**src/rtl/mlrx_pkg.sv**
```systemverilog
`timescale 1ns/100ps
package mlrx_pkg;

  // Per-line framing phase held in the shared state array
  typedef enum logic [2:0] {
    PH_IDLE  = 3'd0,
    PH_START = 3'd1,
    PH_DATA  = 3'd2,
    PH_STOP  = 3'd3,
    PH_BREAK = 3'd4
  } phase_e;

  localparam int unsigned CHAR_W = 8;

endpackage

```
**src/rtl/mlrx_sync.sv**
```systemverilog
`timescale 1ns/100ps
module mlrx_sync #(
  parameter int unsigned W = 16
) (
  input  logic         clk,
  input  logic         rst_n,
  input  logic [W-1:0] async_i,
  output logic [W-1:0] sync_o
);

  // Two-stage synchronizer per line; reset to mark (idle high)
  for (genvar g = 0; g < W; g++) begin : g_line
    logic [1:0] stg_q;
    always_ff @(posedge clk) begin
      if (!rst_n) stg_q <= 2'b11;
      else        stg_q <= {stg_q[0], async_i[g]};
    end
    assign sync_o[g] = stg_q[1];
  end

endmodule

```
**src/rtl/mlrx_engine.sv**
```systemverilog
`timescale 1ns/100ps
module mlrx_engine
  import mlrx_pkg::*;
#(
  parameter int unsigned NLINES = 16,
  parameter int unsigned OVS    = 16,
  parameter int unsigned LW     = $clog2(NLINES)
) (
  input  logic              clk,
  input  logic              rst_n,
  input  logic [NLINES-1:0] rx_i,
  input  logic [1:0]        char_len_i,
  output logic              push_o,
  output logic [LW-1:0]     line_o,
  output logic [CHAR_W-1:0] char_o,
  output logic              ferr_o,
  output logic [NLINES-1:0] brk_o
);

  localparam int unsigned CW   = $clog2(OVS);
  localparam int unsigned HALF = OVS / 2;

  // Shared per-line state, visited one line per clock
  phase_e            ph_q  [NLINES];
  logic [CW-1:0]     cnt_q [NLINES];
  logic [2:0]        bit_q [NLINES];
  logic [CHAR_W-1:0] sh_q  [NLINES];
  logic [NLINES-1:0] brk_q;
  logic [LW-1:0]     idx_q;

  phase_e            ph_n;
  logic [CW-1:0]     cnt_n;
  logic [2:0]        bit_n;
  logic [CHAR_W-1:0] sh_n;
  logic              smp;
  logic              brk_set, brk_clr;
  logic [2:0]        last_bit;
  logic [1:0]        shamt;

  assign last_bit = 3'd4 + {1'b0, char_len_i};
  assign shamt    = 2'd3 - char_len_i;
  assign smp      = rx_i[idx_q];

  always_comb begin
    ph_n    = ph_q[idx_q];
    cnt_n   = cnt_q[idx_q];
    bit_n   = bit_q[idx_q];
    sh_n    = sh_q[idx_q];
    brk_set = 1'b0;
    brk_clr = 1'b0;
    push_o  = 1'b0;
    ferr_o  = 1'b0;
    unique case (ph_n)
      PH_IDLE: begin
        if (!smp) begin
          ph_n  = PH_START;
          cnt_n = '0;
        end
      end
      PH_START: begin
        if (cnt_n == CW'(HALF - 1)) begin
          if (!smp) begin
            ph_n  = PH_DATA;
            cnt_n = '0;
            bit_n = '0;
            sh_n  = '0;
          end else begin
            ph_n = PH_IDLE;
          end
        end else begin
          cnt_n = cnt_n + 1'b1;
        end
      end
      PH_DATA: begin
        if (cnt_n == CW'(OVS - 1)) begin
          cnt_n = '0;
          sh_n  = {smp, sh_n[CHAR_W-1:1]};
          if (bit_n == last_bit) ph_n = PH_STOP;
          else                   bit_n = bit_n + 1'b1;
        end else begin
          cnt_n = cnt_n + 1'b1;
        end
      end
      PH_STOP: begin
        if (cnt_n == CW'(OVS - 1)) begin
          if (smp) begin
            push_o = 1'b1;
            ph_n   = PH_IDLE;
          end else if (sh_n == '0) begin
            brk_set = 1'b1;
            ph_n    = PH_BREAK;
          end else begin
            push_o = 1'b1;
            ferr_o = 1'b1;
            ph_n   = PH_IDLE;
          end
        end else begin
          cnt_n = cnt_n + 1'b1;
        end
      end
      PH_BREAK: begin
        if (smp) begin
          brk_clr = 1'b1;
          ph_n    = PH_IDLE;
        end
      end
      default: ph_n = PH_IDLE;
    endcase
  end

  assign line_o = idx_q;
  assign char_o = sh_n >> shamt;
  assign brk_o  = brk_q;

  always_ff @(posedge clk) begin
    if (!rst_n) begin
      idx_q <= '0;
      brk_q <= '0;
      for (int i = 0; i < NLINES; i++) begin
        ph_q[i]  <= PH_IDLE;
        cnt_q[i] <= '0;
        bit_q[i] <= '0;
        sh_q[i]  <= '0;
      end
    end else begin
      ph_q[idx_q]  <= ph_n;
      cnt_q[idx_q] <= cnt_n;
      bit_q[idx_q] <= bit_n;
      sh_q[idx_q]  <= sh_n;
      if (brk_set) brk_q[idx_q] <= 1'b1;
      if (brk_clr) brk_q[idx_q] <= 1'b0;
      idx_q <= (idx_q == LW'(NLINES - 1)) ? '0 : idx_q + 1'b1;
    end
  end

endmodule

```
**src/rtl/mlrx_fifo.sv**
```systemverilog
`timescale 1ns/100ps
module mlrx_fifo #(
  parameter int unsigned DEPTH = 64,
  parameter int unsigned W     = 13,
  parameter int unsigned AW    = $clog2(DEPTH)
) (
  input  logic         clk,
  input  logic         rst_n,
  input  logic         wr_en,
  input  logic [W-1:0] wr_data,
  output logic         rd_valid,
  input  logic         rd_ready,
  output logic [W-1:0] rd_data,
  input  logic         ovr_clr,
  output logic         ovr_flag,
  output logic [AW:0]  occ
);

  logic [W-1:0]  mem [DEPTH];
  logic [AW-1:0] wr_ptr, rd_ptr;
  logic [AW:0]   cnt_q;
  logic          full, do_wr, do_rd, ovr_q;

  assign full     = (cnt_q == (AW+1)'(DEPTH));
  assign do_wr    = wr_en && !full;
  assign rd_valid = (cnt_q != '0);
  assign do_rd    = rd_valid && rd_ready;
  assign rd_data  = mem[rd_ptr];
  assign ovr_flag = ovr_q;
  assign occ      = cnt_q;

  always_ff @(posedge clk) begin
    if (do_wr) mem[wr_ptr] <= wr_data;
  end

  always_ff @(posedge clk) begin
    if (!rst_n) begin
      wr_ptr <= '0;
      rd_ptr <= '0;
      cnt_q  <= '0;
      ovr_q  <= 1'b0;
    end else begin
      if (do_wr) wr_ptr <= (wr_ptr == AW'(DEPTH - 1)) ? '0 : wr_ptr + 1'b1;
      if (do_rd) rd_ptr <= (rd_ptr == AW'(DEPTH - 1)) ? '0 : rd_ptr + 1'b1;
      case ({do_wr, do_rd})
        2'b10:   cnt_q <= cnt_q + 1'b1;
        2'b01:   cnt_q <= cnt_q - 1'b1;
        default: cnt_q <= cnt_q;
      endcase
      if (wr_en && full) ovr_q <= 1'b1;
      else if (ovr_clr)  ovr_q <= 1'b0;
    end
  end

endmodule

```
**src/rtl/mlrx_top.sv**
```systemverilog
`timescale 1ns/100ps
module mlrx_top
  import mlrx_pkg::*;
#(
  parameter int unsigned NLINES = 16,
  parameter int unsigned OVS    = 16,
  parameter int unsigned DEPTH  = 64,
  parameter int unsigned LW     = $clog2(NLINES)
) (
  input  logic              clk,
  input  logic              rst_n,
  input  logic [NLINES-1:0] rx_line,
  input  logic [1:0]        char_len,
  input  logic              irq_en,
  input  logic              ovr_clr,
  output logic              rd_valid,
  input  logic              rd_ready,
  output logic [LW-1:0]     rd_line,
  output logic [CHAR_W-1:0] rd_char,
  output logic              rd_ferr,
  output logic [NLINES-1:0] brk_flags,
  output logic              ovr_flag,
  output logic              irq
);

  localparam int unsigned EW = LW + CHAR_W + 1;
  localparam int unsigned AW = $clog2(DEPTH);

  logic [NLINES-1:0] rx_s;
  logic              push;
  logic [LW-1:0]     push_line;
  logic [CHAR_W-1:0] push_char;
  logic              push_ferr;
  logic [EW-1:0]     head;
  logic [AW:0]       fifo_occ;

  mlrx_sync #(.W(NLINES)) u_sync (
    .clk    (clk),
    .rst_n  (rst_n),
    .async_i(rx_line),
    .sync_o (rx_s)
  );

  mlrx_engine #(.NLINES(NLINES), .OVS(OVS), .LW(LW)) u_engine (
    .clk       (clk),
    .rst_n     (rst_n),
    .rx_i      (rx_s),
    .char_len_i(char_len),
    .push_o    (push),
    .line_o    (push_line),
    .char_o    (push_char),
    .ferr_o    (push_ferr),
    .brk_o     (brk_flags)
  );

  mlrx_fifo #(.DEPTH(DEPTH), .W(EW), .AW(AW)) u_fifo (
    .clk     (clk),
    .rst_n   (rst_n),
    .wr_en   (push),
    .wr_data ({push_line, push_char, push_ferr}),
    .rd_valid(rd_valid),
    .rd_ready(rd_ready),
    .rd_data (head),
    .ovr_clr (ovr_clr),
    .ovr_flag(ovr_flag),
    .occ     (fifo_occ)
  );

  assign {rd_line, rd_char, rd_ferr} = head;
  assign irq = irq_en && rd_valid;

endmodule

```
**config.mk**
```make
export PLATFORM = sky130hd
export DESIGN_NAME = mlrx_top
export DESIGN_NICKNAME = d
export VERILOG_FILES = /design/src/rtl/mlrx_pkg.sv /design/src/rtl/mlrx_sync.sv /design/src/rtl/mlrx_engine.sv /design/src/rtl/mlrx_fifo.sv /design/src/rtl/mlrx_top.sv
export SDC_FILE = /design/constraint.sdc
export NUM_CORES = 1
export LEC_CHECK = 0
export ABC_AREA = 1
export BUFFER_PORTS_ARGS = -buffer_cell sky130_fd_sc_hd__buf_2
export CORE_MARGIN = 2
export CORE_UTILIZATION = 25
export CTS_CLUSTER_DIAMETER = 100
export DETAILED_ROUTE_END_ITERATION = 10
export SYNTH_ARGS = -nofsm -noshare
export SYNTH_HDL_FRONTEND = slang
export SYNTH_SLANG_ARGS = --single-unit
```
**constraint.sdc**
```tcl
create_clock -name clk -period 8.6 [get_ports clk]
set_input_delay 0.43 -clock clk [delete_from_list [all_inputs] [get_ports clk]]
set_output_delay 0.43 -clock clk [all_outputs]
set_load 0.005 [all_outputs]
```
# Yosys cells after proc, flatten, opt, wreduce, memory -nomap -nowiden
# Memory sizes are Yosys's and may differ from the RTL's. A register that Yosys moved wholly into a read port is not among the register bits.
# Cells that the tools add are included.
dict set report word_totals {
  regBits 72
  mem_bits_rw 1120
  word_cells 143
  n_memories 5
}
# memory words word_bits read_ports rd_clocked_by_memory_dff wr line
set mem_list {}
lappend mem_list {u_fifo.mem 64 13 1 1 1 mlrx_fifo.sv:19} ;# logic [W-1:0] mem [DEPTH];
lappend mem_list {u_engine.sh_q 16 8 1 1 16 mlrx_engine.sv:27} ;# logic [CHAR_W-1:0] sh_q [NLINES];
lappend mem_list {u_engine.cnt_q 16 4 1 1 16 mlrx_engine.sv:25} ;# logic [CW-1:0] cnt_q [NLINES];
lappend mem_list {u_engine.bit_q 16 3 1 1 16 mlrx_engine.sv:26} ;# logic [2:0] bit_q [NLINES];
lappend mem_list {u_engine.ph_q 16 3 1 1 16 mlrx_engine.sv:24} ;# phase_e ph_q [NLINES];
dict set report classes {
  addsub 9
  order_cmp 2
  n_eq_ne 13
  n_shift 1
  n_mux 71
  bitwise 4
  n_reduce_logical 16
}
# operator count
set ops {}
lappend ops {{4-bit 2-to-1 mux} 13}
lappend ops {{16-bit 2-to-1 mux} 3}
lappend ops {{3-bit 2-to-1 mux} 14}
lappend ops {{8-bit 2-to-1 mux} 4}
lappend ops {{1-bit 2-to-1 mux} 25}
lappend ops {{6-bit 2-to-1 mux} 4}
lappend ops {{16-bit bitwise AND} 1}
lappend ops {{16-bit NOT} 1}
lappend ops {{16-bit bitwise OR} 1}
lappend ops {{4-bit one-hot mux with 4 select lines} 1}
lappend ops {{8-bit one-hot mux with 2 select lines} 1}
lappend ops {{3-bit one-hot mux with 5 select lines} 1}
lappend ops {{7-bit one-hot mux with 2 select lines} 1}
lappend ops {{6-bit by 1-bit adder with 6-bit output, second input constant} 2}
lappend ops {{6-bit equality test, second input constant} 2}
lappend ops {{4-bit by 1-bit adder with 4-bit output, second input constant} 2}
lappend ops {{4-bit equality test, second input constant} 2}
lappend ops {{8-bit logical NOT} 1}
lappend ops {{8-bit OR reduction} 1}
lappend ops {{8-bit by 2-bit right shift with 8-bit output} 1}
lappend ops {{7-bit by 1-bit adder with 7-bit output, second input constant} 1}
lappend ops {{7-bit equality test, second input constant} 1}
lappend ops {{7-bit nonzero test} 1}
lappend ops {{7-bit by 1-bit subtractor with 7-bit output, second input constant} 1}
lappend ops {{24 further kinds} 31}

# Depth between registers and ports, before layout
# Gate-level depths: netlist of run 1.
dict set report depth {
  depth_word 9
  ltp_mapped 31
  depth_no_buf 26
}

# Hierarchy
# From an unflattened synthesis of run 1, not the netlist that was laid out.
dict set report hier_totals {
  hier_cells 4994
  hier_area_um2 52086.2
}
# module instances cells_each area_each_um2 seq_area_each_um2
set modules_own_cells {}
lappend modules_own_cells {mlrx_fifo 1 3052 35078.6 25504.5}
lappend modules_own_cells {mlrx_engine 1 1825 15965.3 9048.7}
lappend modules_own_cells {mlrx_sync 1 115 1034.7 640.6}
lappend modules_own_cells {mlrx_top 1 2 7.5 0.0}

# Worst setup path before layout of run 1
# Ideal clock, no wire load.
dict set report synth_timing {
  kind {register to register}
  startpoint {register u_engine.idx_q[1], in the netlist u_engine.line_o[1]}
  endpoint {memory u_fifo.mem[0][8] (data pin)}
  t_arrival_ns 5.655
  t_required_ns 7.919
  path_slack_ns 2.265
  stages_incl_launch_ff 20
  n_path_buf 4
  period_less_slack_ns 6.335
  path_cell_list {dfxtp_1 inv_2 buf_2 buf_4 buf_2 nor2_1 o21ai_0 nand2_1 nand2_1 nand2_1 inv_1 nand2_1 ha_1 nand3_4 buf_4 nand2_1 nand3_1 nand2_1 inv_2 nor3_1}
}
dict set report synth_between {
  elab_chain_len 6
}
# item line
set synth_lines {}
lappend synth_lines {{start, declared} mlrx_engine.sv:29} ;# logic [LW-1:0] idx_q;
lappend synth_lines {{start signal, assigned} mlrx_engine.sv:132} ;# idx_q <= (idx_q == LW'(NLINES - 1)) ? '0 : idx_q + 1'b1;
lappend synth_lines {{1-bit binary-select mux with 4-bit select (*)} mlrx_engine.sv:42} ;# assign smp = rx_i[idx_q];
lappend synth_lines {{1-bit 2-to-1 mux (implied by the code) (*)} mlrx_engine.sv:42}
lappend synth_lines {{8-bit 2-to-1 mux} mlrx_engine.sv:62} ;# if (!smp) begin
lappend synth_lines {{8-bit 2-to-1 mux} mlrx_engine.sv:61} ;# if (cnt_n == CW'(HALF - 1)) begin
lappend synth_lines {{8-bit one-hot mux with 2 select lines (*)} mlrx_engine.sv:53} ;# unique case (ph_n)
lappend synth_lines {{8-bit by 2-bit right shift with 8-bit output (*)} mlrx_engine.sv:112} ;# assign char_o = sh_n >> shamt;
lappend synth_lines {{named net push_char[7]} mlrx_top.sv:32} ;# logic [CHAR_W-1:0] push_char;
lappend synth_lines {{end, declared} mlrx_fifo.sv:19}
# Mark *: on every way through the listed nets, which the timed path passes. The rest lies on a longest branch. The select of a mux whose other input is x is not followed.

# Final worst setup path of run 1
dict set report layout_timing {
  startpoint {register u_engine.idx_q[1], in the netlist u_engine.line_o[1]}
  endpoint {register u_fifo.cnt_q[6], in the netlist u_fifo.occ[6]}
}
dict set report layout_between {
  elab_chain_len 8
}
# item line
set layout_lines {}
lappend layout_lines {{1-bit binary-select mux with 4-bit select (*)} mlrx_engine.sv:42}
lappend layout_lines {{1-bit 2-to-1 mux (implied by the code) (*)} mlrx_engine.sv:42}
lappend layout_lines {{1-bit 2-to-1 mux (*)} mlrx_engine.sv:86} ;# if (smp) begin
lappend layout_lines {{1-bit 2-to-1 mux (*)} mlrx_engine.sv:85} ;# if (cnt_n == CW'(OVS - 1)) begin
lappend layout_lines {{1-bit 2-to-1 mux (*)} mlrx_engine.sv:53}
lappend layout_lines {{1-bit logical AND (*)} mlrx_fifo.sv:25} ;# assign do_wr = wr_en && !full;
lappend layout_lines {{2-bit by 1-bit equality test with 1-bit output or 2-bit equality test (tied branches)} mlrx_fifo.sv:45} ;# case ({do_wr, do_rd})
lappend layout_lines {{7-bit one-hot mux with 2 select lines or 2-bit nonzero test (tied branches)} --}
lappend layout_lines {{end signal, assigned} mlrx_fifo.sv:46} ;# 2'b10: cnt_q <= cnt_q + 1'b1;
lappend layout_lines {{end signal, assigned} mlrx_fifo.sv:47} ;# 2'b01: cnt_q <= cnt_q - 1'b1;
lappend layout_lines {{end signal, assigned} mlrx_fifo.sv:48} ;# default: cnt_q <= cnt_q;
lappend layout_lines {{end, declared} mlrx_fifo.sv:21} ;# logic [AW:0] cnt_q;
# Every way passes the cells marked *; elsewhere a longest branch is shown, timed or not. The select of a mux whose other input is x is not followed.
# A chain may end at the register's enable or synchronous reset.

==> results of run 1 <==
-- power groups by stage --
stage | Clock, uW | Sequential [uW] | Combinational, uW
finish | 5260 | 6720 | 3420
detailed placement | 0 | 6840 | 3360
CTS | 5320 | 6720 | 3370
global route | 5550 | 6730 | 3700
global placement | 0 | 6840 | 3360
floorplan | 0 | 6810 | 2060
-- synthesized netlist by cell type (20+ instances only) --
cell	count
a21oi_1	102
buf_2	44
buf_6	20
clkbuf_1	195
clkinv_1	20
dfxtp_1	78
edfxtp_1	1120
inv_1	298
nand2_1	613
nand3_1	99
nand4_1	21
nor2_1	884
nor2_2	26
nor3_2	40
o21ai_0	633
o21ai_1	31
o221ai_1	32
o22ai_1	220
or2_2	33
-- final cells by class --
type                       instances  share of cell area [%]
timing repair buffer             126                    1.53
tap                             2688                    5.78
clock inverter                    71                    1.51
antenna                            2                 0.00860
inverter                         329                    2.15
multi-input combinational       2844                    23.3
clock buffer                     141                    5.16
sequential                      1198                    60.5
-- state kept, by name, summed over array words and instances (netlist names), named ones only --
name                 flops
u_engine.bit_q          48
u_engine.brk_o          16
u_engine.cnt_q          64
u_engine.line_o          4
u_engine.ph_q           48
u_engine.sh_q          128
u_fifo.mem             832
u_fifo.occ               7
u_fifo.ovr_flag          1
u_fifo.rd_ptr            6
u_fifo.wr_ptr            6
u_sync.g_line.stg_q     32
-- critical path, stage by stage, from the launching register on --
cell and delay (ns):
dfxtp_4 0.66, buf_4 0.77, o21ai_0 0.18, o21ai_0 0.25
nand2_1 0.08, nand2_1 0.09, inv_1 0.05, nand2_1 0.14
ha_1 0.26, nand3_4 0.24, nor2_8 0.28, nand3_1 0.30
ha_1 0.44, xor2_1 0.22, ha_1 0.21, a21oi_1 0.23
inv_1 0.07, a21oi_1 0.18, nor2_1 0.07, nand2_1 0.05
o21ai_0 0.12, a21oi_1 0.16, o21ai_0 0.14, nand2_1 0.09
nand2_1 0.05, nor2_1 0.10
-- per-layer routing --
metal / vias to the layer above / track usage, % / part of all wire [%]
li1: 16200 / - / -
met1: 17800 / 19.4 / 43
met2: 1581 / 21.9 / 46
met3: 242 / 2.46 / 8.4
met4: 2 / 3.98 / 2.8
met5: - / 0 / 0.0087
-- cell families (layout without fill, tap and decap cells) --
group,Yosys count,in the layout
AND/OR/NAND/NOR,1764,1764
flip-flops,1198,1198
AO/OA/AOI/OAI,1056,1056
buffers and inverters,613,667
adder cells (fa/ha/maj),12,12
XOR/XNOR,12,12
other,0,2
-- final timing paths --
path / from / end / slack, ns / depth (start not counted)
hold / removal: rst_n / u_engine.brk_o[15] / 0.29 / 4
setup reg to reg: u_engine.line_o[1] / u_fifo.occ[6] / 3.05 / 25
setup / recovery: u_engine.line_o[1] / u_fifo.occ[6] / 3.05 / 25
hold reg to reg: u_sync.g_line[0].stg_q[0] / u_sync.g_line[0].stg_q[1] / 0.41 / 1
-- metrics by stage --
step / std cells / hold WS [ns] / instance area (um2) / total power [uW]
floorplan: 4655 / 0.393 / 51200 / 8870
global placement: 7168 / 0.408 / 54100 / 10200
detailed placement: 7168 / 0.400 / 54100 / 10200
CTS: 7397 / 0.246 / 58200 / 15400
global route: 7398 / 0.298 / 58200 / 16000
finish: 7399 / 0.288 / 58200 / 15400
==> flow_metrics.py, run 1 <==
metrics = {
    "sta": {
        "timing.setup.tns_ns": 0,
        "skew_ns": 0.0793,
        "post-route-period-util_pct": 64.6,
        "fin_crit_ns": 5.55,
        "finalHoldViolCount": 0,
        "max_slew_margin_pct": 9.51,
        "rsz0062_at_grt": "no",
        "fmax_ghz": 0.180,
        "finalSetupViolCount": 0,
        "worstMarginPinSlew_ns": 1.36,
        "setup_slack_ns": 3.05,
        "slew_violations": 0,
    },
    "logic_synthesis": {
        "syn_area_per_cell_um2": 11.0,
        "yosysSeqAreaShare_pct": 68.7,
        "synth-xor-area-share_pct": 0.205,
        "synth_largest_area_cell": "edfxtp_1",
        "syn_area_mm2": 0.0512,
        "yosys_register_bits": 1198,
        "synth-main-ff-cell": "edfxtp_1",
        "synth_cell_type_count": 48,
        "synth_edf_count": 1120,
        "synth_compound_area_share_pct": 11.3,
        "synth_nets": 4690,
        "synthMuxAreaShare_pct": 0,
        "syn_inst": 4655,
        "ys_warn_count": 0,
        "yosys.area_share.simple_pct": 14.5,
        "synth_top_family_by_area": "simple AND/OR/NAND/NOR gates",
        "synth_top_area_share_pct": 65.6,
        "async_flop_share_pct": 0,
        "synth_top_cells_by_area": "edfxtp_1, nor2_1, o21ai_0",
        "synth-adder-area-share_pct": 0.293,
    },
    "critical_path": {
        "cp-end-kind": "flop",
        "cp-start-kind": "flop",
        "cp.required_ns": 9.27,
        "critPathArrivalTime_ns": 6.22,
        "cp_max_fo": 68,
        "critPathKind": "flop to flop",
    },
    "drt": {
        "ant_nets": 0,
        "drc_errors": 0,
        "vias": 35800,
        "routed_wl_mm": 149,
        "viasPerCell": 4.84,
        "firstDrtPassIters": 5,
        "wl_per_cell_um": 20.2,
        "drt_iter0_drc": 4715,
    },
    "global_routing": {
        "grt_overflow": 0,
        "antenna_found_initial": 4,
        "grt_start_max_net_pins": 223,
        "grt_pass1_vias": 33900,
        "track_usage_pct": 13.9,
        "grt_pass1_wl_mm": 222,
    },
    "clocking": {
        "h-tree-depth": 3,
        "cts.path.max_buffers": 3,
        "cts_tree": "done",
        "clock_latency_ns": 0.78,
        "cts_hold_buffers": 17,
        "clock_sinks": 1198,
        "cts.root.buffer_cell": "clkbuf_16",
        "cts_setup_buffers": 0,
        "cts-resized-gates": 0,
        "path_clk_slew_ns": 0.07,
        "numCtsBuffers": 114,
    },
    "final_layout": {
        "fillers": 20900,
        "syn_to_final_growth_pct": 13.6,
        "layout_common_cells": "edfxtp_1, nor2_1, o21ai_0",
        "drive_above_1_share_pct": 9.75,
        "ff_latch_area_mm2": 0.0352,
        "fin_util_pct": 28.5,
        "multiInputGateArea_mm2": 0.0136,
        "layout_commonest_cell": "edfxtp_1",
        "finalNetCount": 4648,
    },
    "power": {
        "p_int_uw": 10400,
        "p_sw_uw": 5000,
        "p_comb_share_pct": 22.2,
        "pwr_density_cell_mw_per_mm2": 265,
        "seqPwrFrac_pct": 43.6,
        "ir_drop_mv": 0.181,
        "power.clock.fraction_pct": 34.2,
        "leakagePower_uw": 0.0208,
        "switching_share_pct": 32.4,
    },
    "floorplan": {
        "die_w_um": 457,
        "row_count": 166,
        "ios": 55,
        "die_h_um": 457,
        "dieArea_mm2": 0.209,
        "core_mm2": 0.204,
        "initial_core_util_pct": 25.1,
    },
    "flow_run": {
        "drv_cap": 0,
    },
    "placement": {
        "dp_hpwl_mm": 88.3,
        "io_buffers": 54,
        "gp_congestion": 0.886,
        "place_ws_ns": 3.18,
    },
    "run_status": {
        "status": "finished, final reports clean",
    },
    "worst_hold_path": {
        "hold_path_class": "primary input to flop",
    },
}
(Power assumes the default switching activity.)
==> run 2, diff against run 1 <==
- clock period: 8.6 -> 4.46 ns (I/O delays scaled with it)
==> flow_metrics.py, run 2 (same netlist as run 1, synthesis figures left out) <==
metrics = {
    "placement": {
        "dp_hpwl_mm": 87.0,
        "placed_cell_area_mm2": 0.0553,
        "io_buffers": 54,
        "gp_congestion": 0.871,
    },
    "final_layout": {
        "layout_common_cells": "edfxtp_1, nor2_1, o21ai_0",
        "syn_to_final_growth_pct": 15.7,
        "fillers": 20900,
        "reg_top3": "u_fifo.mem: 832 flops, u_engine.sh_q: 128 flops, u_engine.cnt_q: 64 flops",
        "drive_above_1_share_pct": 12.0,
        "largest_register_ffs": 832,
        "finalNetCount": 4771,
        "regMostFlops": "u_fifo.mem",
        "layout_commonest_cell": "edfxtp_1",
        "fin_area_mm2": 0.0593,
    },
    "power": {
        "pwr_density_cell_mw_per_mm2": 498,
        "leakagePower_uw": 0.0214,
        "ir_drop_mv": 0.414,
        "power_uw": 29500,
    },
    "drt": {
        "drc_errors": 0,
        "viasPerCell": 4.78,
        "vias": 35900,
        "wl_per_cell_um": 19.5,
        "drt_iter0_drc": 4158,
        "firstDrtPassIters": 6,
        "routed_wl_mm": 147,
        "ant_nets": 0,
    },
    "sta": {
        "rsz0062_at_grt": "no",
        "slew_violations": 0,
        "hold_ws_ns": 0.0930,
        "finalHoldViolCount": 0,
        "worstMarginPinSlew_ns": 1.10,
        "post-route-period-util_pct": 92.9,
        "skew_ns": 0.0681,
        "fmax_ghz": 0.241,
        "finalSetupViolCount": 0,
        "max_slew_margin_pct": 26.7,
        "fin_crit_ns": 4.14,
        "timing.setup.tns_ns": 0,
    },
    "critical_path": {
        "critPathArrivalTime_ns": 3.92,
        "path_cells": "buf_12, o21ai_0, o22ai_1, nor2_1, o311ai_0, nand3_1, nand2_1, buf_2",
        "cp_slowest_stage_delay_ns": 0.80,
        "cp-start-kind": "flop",
        "worstReg2RegStart": "u_engine.line_o[0]",
        "cp_max_fo": 186,
        "cp.required_ns": 4.24,
        "critPathKind": "flop to output pin",
        "path_buf_inv": 2,
        "path_delay_family": "compound AO/OA/AOI/OAI gates",
        "slowest_stage": "o311ai_0",
        "cp-end-kind": "output pin",
    },
    "clocking": {
        "numCtsBuffers": 112,
        "clock_sinks": 1198,
        "cts.root.buffer_cell": "clkbuf_16",
        "clock_latency_ns": 0.77,
        "cts.path.max_buffers": 3,
        "h-tree-depth": 3,
        "cts_setup_buffers": 0,
        "path_clk_slew_ns": 0.06,
        "cts_tree": "done",
    },
    "floorplan": {
        "die_w_um": 457,
        "ios": 55,
        "row_count": 166,
        "die_h_um": 457,
        "dieArea_mm2": 0.209,
        "core_mm2": 0.204,
        "initial_core_util_pct": 25.1,
    },
    "worst_hold_path": {
        "hold_path_class": "primary input to flop",
        "hp-start": "rst_n",
    },
    "global_routing": {
        "grt_start_max_net_pins": 187,
        "track_usage_pct": 13.5,
        "grt_pass1_wl_mm": 217,
        "grt_overflow": 0,
        "antenna_found_initial": 4,
        "grt_pass1_vias": 34200,
    },
    "flow_run": {
        "drv_cap": 0,
    },
    "run_status": {
        "status": "finished, final reports clean",
    },
}
[run 2: layout make-up]
class | count | area, um2 | area share (%)
clock inverter | 63 | 764 | 1.29
tap | 2688 | 3360 | 5.67
multi-input combinational | 2844 | 13600 | 22.9
antenna | 2 | 5.00 | 0.00844
inverter | 329 | 1250 | 2.11
timing repair buffer | 251 | 2070 | 3.50
clock buffer | 144 | 3040 | 5.12
sequential | 1198 | 35200 | 59.4
[run 2: power breakdown]
part | leakage [uW] | internal, uW | switching [uW]
Combinational | 0.00832 | 1730 | 4880
Sequential | 0.0112 | 12800 | 143
Clock | 0.00186 | 5590 | 4380
[run 2: final timing paths]
check / slack [ns] / to / depth (start not counted)
max: 0.32 / rd_char[4] / 8
min reg2reg: 0.41 / u_sync.g_line[13].stg_q[1] / 1
min: 0.09 / u_engine.brk_o[12] / 4
max reg2reg: 0.35 / u_fifo.mem[58][3] / 20
[run 2: metrics by stage]
stage / std cells / worst slack [ns] / util (%)
4_1_cts: 7517 / 0.226 / 29.0
3_5_place_dp: 7292 / 0.232 / 27.1
2_1_floorplan: 4655 / 0.0826 / -
6_report: 7519 / 0.315 / 29.0
3_3_place_gp: 7292 / 0.280 / 27.1
5_1_grt: 7518 / 0.0124 / 29.0
[run 2: routing by layer]
layer	GRT usage, %	share of wire, %	vias to the layer above
met5	0	0.0089	-
met4	4.47	3.0	2
met3	2.41	7.7	243
met2	21.3	45	1484
met1	18.8	44	17800
li1	-	-	16400
[run 2: timing repair]
item	in CTS	in global routing
setup endpoints to repair	0	138
hold endpoints to repair	19	0
hold buffers	18	0
gates resized for setup	0	7
[run 2: worst register-to-register path: stages (launching register included)]
cell and delay (ns):
dfxtp_4 0.40, buf_16 0.22, buf_4 0.31, nor2_1 0.08, nor2_1 0.09, o21ai_0 0.08, nand2_1 0.08, nand2_1 0.05
nand2_1 0.07, inv_1 0.03, nand2_1 0.14, ha_2 0.25, inv_1 0.07, nor2_2 0.32, nand2_1 0.30, nand2_1 0.16
nand3_1 0.15, nand4_1 0.14, nand3_1 0.11, nand2_2 0.08, buf_4 0.61
